File: config.mk
export PLATFORM = sky130hd
export DESIGN_NAME = pix_mix_unit
export DESIGN_NICKNAME = d
export VERILOG_FILES = /design/src/rtl/pix_mix_pkg.sv /design/src/rtl/pix_logic_op.sv /design/src/rtl/pix_arith_op.sv /design/src/rtl/pix_cmp_gate.sv /design/src/rtl/pix_mix_unit.sv
export SDC_FILE = /design/constraint.sdc
export NUM_CORES = 1
export LEC_CHECK = 0
export BUFFER_PORTS_ARGS = -buffer_cell sky130_fd_sc_hd__buf_2
export CAP_MARGIN = 20
export CORE_MARGIN = 3
export CORE_UTILIZATION = 30
export CTS_BUF_LIST = sky130_fd_sc_hd__clkbuf_4
export DETAILED_ROUTE_END_ITERATION = 7
export GPL_TIMING_DRIVEN = 0
export MAX_ROUTING_LAYER = met4
export PLACE_DENSITY = 0.44
export SLEW_MARGIN = 20
export SYNTH_ARGS = -nofsm -noshare
export SYNTH_HDL_FRONTEND = slang
export SYNTH_SLANG_ARGS = --single-unit
File: constraint.sdc
create_clock -name clk -period 40.6 [get_ports clk]
set_clock_uncertainty 0.2 [all_clocks]
set_input_delay 6.09 -clock clk [delete_from_list [all_inputs] [get_ports clk]]
set_output_delay 6.09 -clock clk [all_outputs]
set_load 0.05 [all_outputs]
File: src/rtl/pix_mix_pkg.sv
// Package: shared mix-code constants and the width helper for the pixel mix unit.
// Assumes mix codes are 5 bits wide and compare codes are 3 bits wide.
package pix_mix_pkg;
    localparam int MIX_W  = 5;
    localparam int COND_W = 3;
    localparam int SIZE_W = 3;

    typedef enum logic [2:0] {
        AR_MAX  = 3'd0,
        AR_MIN  = 3'd1,
        AR_ADD  = 3'd2,
        AR_DMS  = 3'd3,
        AR_SMD  = 3'd4,
        AR_AVG  = 3'd5
    } arith_op_e;

    localparam logic [MIX_W-1:0] LAST_ARITH = 5'h15;
endpackage

File: src/rtl/pix_logic_op.sv
// Module: the sixteen Boolean functions of source and destination.
// Assumes operands are already truncated; the caller masks the result to width.
module pix_logic_op #(
    parameter int PIX_W = 16
) (
    input  logic [3:0]       op,
    input  logic [PIX_W-1:0] s,
    input  logic [PIX_W-1:0] d,
    output logic [PIX_W-1:0] y
);
    // Select the Boolean function given by the code.
    always_comb begin
        unique case (op)
            4'h0: y = '0;
            4'h1: y = s & d;
            4'h2: y = s & ~d;
            4'h3: y = s;
            4'h4: y = ~s & d;
            4'h5: y = d;
            4'h6: y = s ^ d;
            4'h7: y = s | d;
            4'h8: y = ~s & ~d;
            4'h9: y = s ^ ~d;
            4'hA: y = ~d;
            4'hB: y = s | ~d;
            4'hC: y = ~s;
            4'hD: y = ~s | d;
            4'hE: y = ~s | ~d;
            default: y = '1;
        endcase
    end
endmodule

File: src/rtl/pix_arith_op.sv
// Module: arithmetic mixes (max, min, saturating add/subtract, average).
// Assumes s and d are truncated to the width and top_idx is that width minus one.
// The carry chain is cut at each bit whose carry-mask bit is clear; the carry out
// of bit top_idx is taken before the mask and decides clamping and averaging.
module pix_arith_op #(
    parameter int PIX_W = 16,
    localparam int IDX_W = $clog2(PIX_W)
) (
    input  logic [2:0]       op,
    input  logic [PIX_W-1:0] s,
    input  logic [PIX_W-1:0] d,
    input  logic [PIX_W-1:0] wmask,
    input  logic [IDX_W-1:0] top_idx,
    input  logic [PIX_W-1:0] cmask,
    output logic [PIX_W-1:0] y
);
    import pix_mix_pkg::*;

    // Ripple chain with per-bit carry gating; returns {top carry, sum}.
    function automatic logic [PIX_W:0] chain(
        input logic [PIX_W-1:0] a,
        input logic [PIX_W-1:0] b,
        input logic             cin,
        input logic [PIX_W-1:0] cm,
        input logic [IDX_W-1:0] top
    );
        logic [PIX_W-1:0] sum;
        logic             c;
        logic             g;
        logic             tc;
        c  = cin;
        tc = 1'b0;
        for (int i = 0; i < PIX_W; i++) begin
            sum[i] = a[i] ^ b[i] ^ c;
            g      = (a[i] & b[i]) | (a[i] & c) | (b[i] & c);
            if (i == int'(top)) tc = g;
            c      = g & cm[i];
        end
        return {tc, sum};
    endfunction

    logic [PIX_W:0]   add_r;
    logic [PIX_W:0]   dms_r;
    logic [PIX_W:0]   smd_r;
    logic [PIX_W-1:0] avg_v;
    logic [PIX_W-1:0] top_bit;

    // Run the three chains the arithmetic codes need.
    always_comb begin
        add_r   = chain(s, d, 1'b0, cmask, top_idx);
        dms_r   = chain(d, ~s & wmask, 1'b1, cmask, top_idx);
        smd_r   = chain(s, ~d & wmask, 1'b1, cmask, top_idx);
        top_bit = {{(PIX_W-1){1'b0}}, add_r[PIX_W]} << top_idx;
        avg_v   = (add_r[PIX_W-1:0] >> 1) | top_bit;
    end

    // Pick and clamp the result for the selected arithmetic code.
    always_comb begin
        case (arith_op_e'(op))
            AR_MAX:  y = (s > d) ? s : d;
            AR_MIN:  y = (s < d) ? s : d;
            AR_ADD:  y = add_r[PIX_W] ? wmask : add_r[PIX_W-1:0];
            AR_DMS:  y = dms_r[PIX_W] ? dms_r[PIX_W-1:0] : '0;
            AR_SMD:  y = smd_r[PIX_W] ? smd_r[PIX_W-1:0] : '0;
            AR_AVG:  y = avg_v;
            default: y = d;
        endcase
    end
endmodule

File: src/rtl/pix_cmp_gate.sv
// Module: colour-compare gate; a held condition blocks the write.
// Assumes dst and color are already truncated to the pixel width.
module pix_cmp_gate #(
    parameter int PIX_W = 16
) (
    input  logic [2:0]       cond,
    input  logic [PIX_W-1:0] dst,
    input  logic [PIX_W-1:0] color,
    output logic             block
);
    // Evaluate the unsigned compare condition.
    always_comb begin
        unique case (cond)
            3'd0: block = 1'b1;
            3'd1: block = dst > color;
            3'd2: block = dst == color;
            3'd3: block = dst < color;
            3'd4: block = 1'b0;
            3'd5: block = dst >= color;
            3'd6: block = dst != color;
            default: block = dst <= color;
        endcase
    end
endmodule

File: src/rtl/pix_mix_unit.sv
// Module: top of the pixel raster mix unit. Truncates operands to the pixel
// width, selects the mix code by pattern bit, combines, gates by compare and
// plane mask, and registers the pixel and write-enable.
// Assumes PIX_W is a power of two; size codes above log2(PIX_W) use PIX_W.
module pix_mix_unit #(
    parameter int PIX_W = 16
) (
    input  logic             clk,
    input  logic             rst_n,
    input  logic             in_valid,
    input  logic [PIX_W-1:0] src_pix,
    input  logic [PIX_W-1:0] dst_pix,
    input  logic [2:0]       size_code,
    input  logic [4:0]       fg_mix,
    input  logic [4:0]       bg_mix,
    input  logic             pat_bit,
    input  logic [2:0]       cc_cond,
    input  logic [PIX_W-1:0] cc_color,
    input  logic [PIX_W-1:0] plane_mask,
    input  logic [PIX_W-1:0] carry_mask,
    output logic             out_valid,
    output logic [PIX_W-1:0] out_pix,
    output logic             out_we
);
    import pix_mix_pkg::*;

    localparam int IDX_W  = $clog2(PIX_W);
    localparam int MAX_SZ = IDX_W;

    logic [IDX_W:0]   width;
    logic [IDX_W-1:0] top_idx;
    logic [PIX_W-1:0] wmask;
    logic [PIX_W-1:0] s_t;
    logic [PIX_W-1:0] d_t;
    logic [PIX_W-1:0] c_t;
    logic [4:0]       op;
    logic [PIX_W-1:0] logic_y;
    logic [PIX_W-1:0] arith_y;
    logic [PIX_W-1:0] mix_y;
    logic [PIX_W-1:0] merged;
    logic             block;

    // Derive width, top bit index and truncation mask from the size code.
    always_comb begin
        if (int'(size_code) > MAX_SZ) width = (IDX_W+1)'(PIX_W);
        else                          width = (IDX_W+1)'(1) << size_code;
        top_idx = IDX_W'(width - 1'b1);
        wmask   = {PIX_W{1'b1}} >> (PIX_W - int'(width));
        s_t     = src_pix & wmask;
        d_t     = dst_pix & wmask;
        c_t     = cc_color & wmask;
        op      = pat_bit ? fg_mix : bg_mix;
    end

    pix_logic_op #(.PIX_W(PIX_W)) i_logic (
        .op (op[3:0]),
        .s  (s_t),
        .d  (d_t),
        .y  (logic_y)
    );

    pix_arith_op #(.PIX_W(PIX_W)) i_arith (
        .op      (op[2:0]),
        .s       (s_t),
        .d       (d_t),
        .wmask   (wmask),
        .top_idx (top_idx),
        .cmask   (carry_mask),
        .y       (arith_y)
    );

    pix_cmp_gate #(.PIX_W(PIX_W)) i_cmp (
        .cond  (cc_cond),
        .dst   (d_t),
        .color (c_t),
        .block (block)
    );

    // Choose Boolean, arithmetic or pass-through, then apply the plane mask.
    always_comb begin
        if (!op[4])                 mix_y = logic_y;
        else if (op <= LAST_ARITH)  mix_y = arith_y;
        else                        mix_y = d_t;
        merged = ((mix_y & plane_mask) | (d_t & ~plane_mask)) & wmask;
    end

    // Register the pixel, write-enable and valid flag.
    always_ff @(posedge clk) begin
        if (!rst_n) begin
            out_valid <= 1'b0;
            out_we    <= 1'b0;
            out_pix   <= '0;
        end else begin
            out_valid <= in_valid;
            out_we    <= in_valid & ~block;
            out_pix   <= merged;
        end
    end
endmodule

# After elaboration in Yosys (flattened, before gate mapping)
# Index checks and enable logic that the tools add are counted.
# word_totals
register_bits,18
inputBits,100
out_inout_bits,18
word_cells,519
# classes
addsub,2
order_cmp,8
eq_ne,42
shift,3
n_mux,60
bitwise_logic,397
reduce_logical,4
# op_table
operator,n
$pmux W16 S15,1
$and A16 B16 Y16,12
$and A1 B1 Y1,184
$mux W16,7
$pmux W16 S6,1
$or A1 B1 Y1,94
$xor A1 B1 Y1,93
$or A16 B16 Y16,5
$mux W1,48
$not A16 Y16,3
$eq A4 B4 Y1 const A,8
$gt A16 B16 Y1,2
$lt A16 B16 Y1,2
$shr A16 B32 Y16 const A,1
$xor A16 B16 Y16,2
$eq A4 B4 Y1 const B,7
$eq A16 B16 Y1,1
$eq A3 B4 Y1 const A,4
$eq A4 B3 Y1 const B,4
$ge A16 B16 Y1,1
$le A16 B16 Y1,1
$ne A16 B16 Y1,1
$or A15 B16 Y16,1
$shl A1 B4 Y16,1
17 further kinds,32

# Longest topological paths before layout
# depth
depth_word,78
ltp_mapped,52
ltp_nobuf,44

# Hierarchy
# A second synthesis with hierarchy kept.
# hier_totals
hier_cells,885
hier_area_um2,6795.3
# modules_own_cells
module,instances,cells_per_inst,area_per_inst_um2,seq_area_each_um2
pix_arith_op,1,590,4254.1,0.0
pix_mix_unit,1,209,1634.1,360.3
pix_cmp_gate,1,66,494.2,0.0
pix_logic_op,1,20,412.9,0.0

# Worst setup path after synthesis
# No wires, ideal clock.
# synth_timing
kind,in2reg
start,input port size_code[2]
end,register out_pix[0]
setup_ns,0.092
arrival_time_ns,17.837
required_time_ns,40.308
path_slack_ns,22.471
stages,49
n_path_buf,9
path_cell_list,buf_2 buf_2 buf_2 buf_2 buf_2 buf_4 or3_1 ha_1 buf_2 or4b_1 clkbuf_1 nand2_1 inv_1 fa_1 nand2_1 fa_1 nand2b_1 fa_1 [... 13 more ...] fa_1 nand2b_1 fa_1 nand2b_1 fa_1 nand2b_1 fa_1 nand2b_1 fa_1 nand2b_1 fa_1 a21oi_1 a22oi_1 a2111o_1 buf_2 nand3_1 a221oi_1 nor4_1
# synth_between
elab_chain_cells,78
word_cells_on_any_way,387
cone_classes,add/sub (2); order compare (3); eq/ne (15); shift (3); mux (58); bitwise (305); reduce/logical (1)
# synth_lines
item,line_no,text
from (decl),pix_mix_unit.sv:13,"input logic [2:0] size_code,"
$gt A3 B3 Y1 / $shl A1 B3 Y5 (equally long branches),"pix_mix_unit.sv:45, pix_mix_unit.sv:46",
$mux W5 *,pix_mix_unit.sv:45,if (int'(size_code) > MAX_SZ) width = (IDX_W+1)'(PIX_W);
$sub A5 B5 Y6,pix_mix_unit.sv:48,wmask = {PIX_W{1'b1}} >> (PIX_W - int'(width));
$shr A16 B32 Y16,pix_mix_unit.sv:48,
"$and A16 B16 Y16, on equally long branches","pix_mix_unit.sv:50, pix_mix_unit.sv:49",
"$not A16 Y16, on equally long branches",n/a,
"$and A16 B16 Y16, on equally long branches","pix_arith_op.sv:52, pix_arith_op.sv:51",
$and A1 B1 Y1,pix_arith_op.sv:35,g = (a[i] & b[i]) | (a[i] & c) | (b[i] & c);
[... 62 more ...],n/a,
$mux W1,pix_arith_op.sv:36,if (i == int'(top)) tc = g;
"$mux W16, on equally long branches","pix_arith_op.sv:64, pix_arith_op.sv:63",
$pmux W16 S6,pix_arith_op.sv:59,case (arith_op_e'(op))
$mux W16,pix_mix_unit.sv:82,else if (op <= LAST_ARITH) mix_y = arith_y;
$mux W16,pix_mix_unit.sv:81,if (!op[4]) mix_y = logic_y;
$and A16 B16 Y16,pix_mix_unit.sv:84,merged = ((mix_y & plane_mask) | (d_t & ~plane_mask)) & wmask;
$or A16 B16 Y16,pix_mix_unit.sv:84,
$and A16 B16 Y16 *,pix_mix_unit.sv:84,
to (signal assigned),pix_mix_unit.sv:96,out_pix <= merged;
to (decl),pix_mix_unit.sv:22,"output logic [PIX_W-1:0] out_pix,"
# Mark *: on every way between the ends. The rest lies on a longest branch, timed or not.
# A chain may end at the register's enable or synchronous reset.

# Worst setup path after layout
# layout_timing
start,input port size_code[2]
end,register out_pix[4]
# Same word-level chain as after synthesis.

==> results.yml <==
grt:
  grt_pass1_vias: 7695
  globalRouteOverflowTotal: 0
  grt_usage_pct: 26.9
  grt_pass1_wl_um: 47900
  met1_usage_pct: 37.6
  grt_max_degree: 13
  use_met3_pct: 4.70
  antenna_found_initial: 1
  busiest_layer: "met2"
  met2_usage_pct: 40.2
clock_network:
  post_cts_buffers: 0
  cts_tree: "yes"
  ctsHoldBuffers: 0
  clock_tree.htree_level_count: 1
  clkTransAtPathRegs_ns: 0.17
  clkSinkCount: 18
  cts_inserted_buffers: 3
  cts_root_buf: "clkbuf_4"
  postCtsResizedCells: 0
  cts_buffer_depth: 2
place:
  portBuffers: 114
  dp.cells: 1309
  gp_congestion: 0.974
  hpwl_um: 26200
timing:
  finalMaxSlewViolations: 0
  period_needed_ns: 20.57
  clock.fmax_mhz: 48.6
  finalSetupViolations: 0
  worstMarginPinSlew_ns: 1.08
  relSlewSlack_pct: 27.4
  finalCritPeriodShare_pct: 50.7
  rsz0062_at_grt: "false"
  hold_viol: 0
  whs_ns: 5.70
  setup_tns_ns: 0
pwr:
  leakagePower_nw: 3.13
  peakVddDrop_uv: 9.30
  swShare_pct: 58.3
  p_seq_share_pct: 14.1
  power_frac_clock_pct: 9.4
  p_sw_mw: 0.0802
  pwr-share-comb_pct: 76.5
  intPower_mw: 0.0575
  p_per_area_nw_per_um2: 18.3
setup_path:
  worst-endpoint-arrival_ns: 20.56
  cp_num_buf_inv: 10
  cp-start-kind: "input pin"
  cp.depth: 48
  cpMaxStageDelayCell: "a2111oi_1"
  critPathLaunch: "size_code[2]"
  cp_max_fo: 10
  crit_path_end_kind: "flip-flop"
  cpPeakStageDelay_ns: 0.72
  critPathRequiredTime_ns: 40.59
  crit_type: "in2reg"
  crit_family: "adder cells"
  path_common_cell: "fa_1"
logic_synthesis:
  yosys_warnings: 0
  synth_flop_cell: "dfxtp_1"
  async_reset_ff_share_pct: 0
  ys_ff_latch: 18
  synth_top_area_cell: "fa_1"
  synth-edff-count: 0
  synth_cells: 920
  synth_nets: 1101
  netlist.area_leader.share_pct: 13.1
  synth_area_um2: 6570
  seq_area_frac_synth_pct: 5.49
  synth.area.top_cells: "fa_1, nand2_1, ha_1"
  syn_avg_cell_area_um2: 7.14
  yosysUniqueCellTypes: 86
detailed_routing:
  via_count: 7953
  totalWireLength_um: 32600
  drtIter0Drc: 852
  ant_nets: 0
  drt_drc_violations_left: 0
  viasPerCell: 6.05
  drt_first_pass_iters: 5
  post_drt_wl_per_cell_um: 24.8
finish:
  n_fill_cell: 2315
  syn_to_final_growth_pct: 14.4
  final_cell_mix: "buf_2, nand2_1, nand2b_1"
  layout_commonest_cell: "buf_2"
  fin_nets: 1220
  stdcell_count: 1314
  layout-drive-gt1-share_pct: 17.8
floorplan:
  dieWidth_um: 154
  coreArea_um2: 21300
  dieArea_um2: 23700
  num_rows: 53
  die_height_um: 154
  io_pins: 118
  start_util_pct: 30.9
min_path:
  holdCritPathClass: "in2reg"
  hold_depth: 2
  hp-start: "cc_cond[1]"
  min_to: "out_we$_SDFF_PN0_"
job:
  maxCapViolCount: 0
outcome:
  status: "finished, final reports clean"
-- cell type report --
class	count	area [µm²]	area share (%)
Buffer	51	264	3.51
Tap cell	275	344	4.58
Timing Repair Buffer	114	571	7.60
Antenna cell	1	2.50	0.0333
Inverter	46	173	2.30
Clock inverter	1	3.75	0.0500
Sequential cell	18	360	4.80
Clock buffer	3	22.5	0.300
Multi-Input combinational cell	805	5770	76.8
-- stage by stage --
step	power [mW]	area, µm²	worst slack (ns)	util, %
2_1_floorplan	0.0858	6570	22.47	-
3_3_place_gp	0.123	7480	19.70	35.1
3_5_place_dp	0.122	7480	19.84	35.1
4_1_cts	0.136	7510	20.17	35.3
5_1_grt	0.146	7510	19.50	35.3
6_report	0.138	7510	20.03	35.3
-- worst max-delay path by stage --
stage	endpoint	slack, ns
2_1_floorplan	out_pix[0]$_SDFF_PN0_	22.47
3_3_place_gp	out_pix[4]$_SDFF_PN0_	19.70
3_5_place_dp	out_pix[4]$_SDFF_PN0_	19.84
4_1_cts	out_pix[4]$_SDFF_PN0_	20.17
5_1_grt	out_pix[4]$_SDFF_PN0_	19.50
6_report	out_pix[4]$_SDFF_PN0_	20.03
-- cell usage after synthesis (9+ instances only) --
| cell type | n |
|---|---|
| fa_1 | 43 |
| nor3_1 | 28 |
| o2111ai_1 | 14 |
| nor2b_1 | 9 |
| inv_1 | 46 |
| nand4_1 | 9 |
| o21ai_0 | 70 |
| o221ai_1 | 11 |
| dfxtp_1 | 18 |
| a211oi_1 | 9 |
| nand2_1 | 131 |
| nor2_1 | 71 |
| nand3_1 | 13 |
| mux2i_1 | 24 |
| buf_2 | 31 |
| a221oi_1 | 13 |
| a21oi_1 | 67 |
| a21o_1 | 9 |
| nand2b_1 | 73 |
| a31oi_1 | 12 |
| clkbuf_1 | 15 |
| ha_1 | 38 |
-- power groups by stage --
stage | registers [mW] | clock network (mW) | logic (mW)
floorplan | 0.0247 | 0 | 0.0611
global placement | 0.0197 | 0 | 0.103
detailed placement | 0.0197 | 0 | 0.102
CTS | 0.0194 | 0.0133 | 0.103
global route | 0.0195 | 0.0136 | 0.113
finish | 0.0194 | 0.0130 | 0.105
-- routing by layer --
metal	share of wire (%)	vias to the layer above
li1	-	3646
met3	8.8	65
met4	3.0	0
met1	45	3787
met2	44	455
met5	0	-
-- cells by family after synthesis --
family,after synthesis,synth area share (%)
muxes,33,5.83
and+or+nand+nor,380,28.7
xor gates and xnor gates,5,0.667
DFF,18,5.49
adders and majority gates,81,20.3
AOI/OAI and AO/OA,306,32.3
buffers and inverters,97,6.65
-- sequential cells by signal, summed over array words and instances, names as in the netlist --
| register | count |
|---|---|
| out_we | 1 |
| out_pix | 16 |
| out_valid | 1 |
Power figures use the tool's default switching activity.
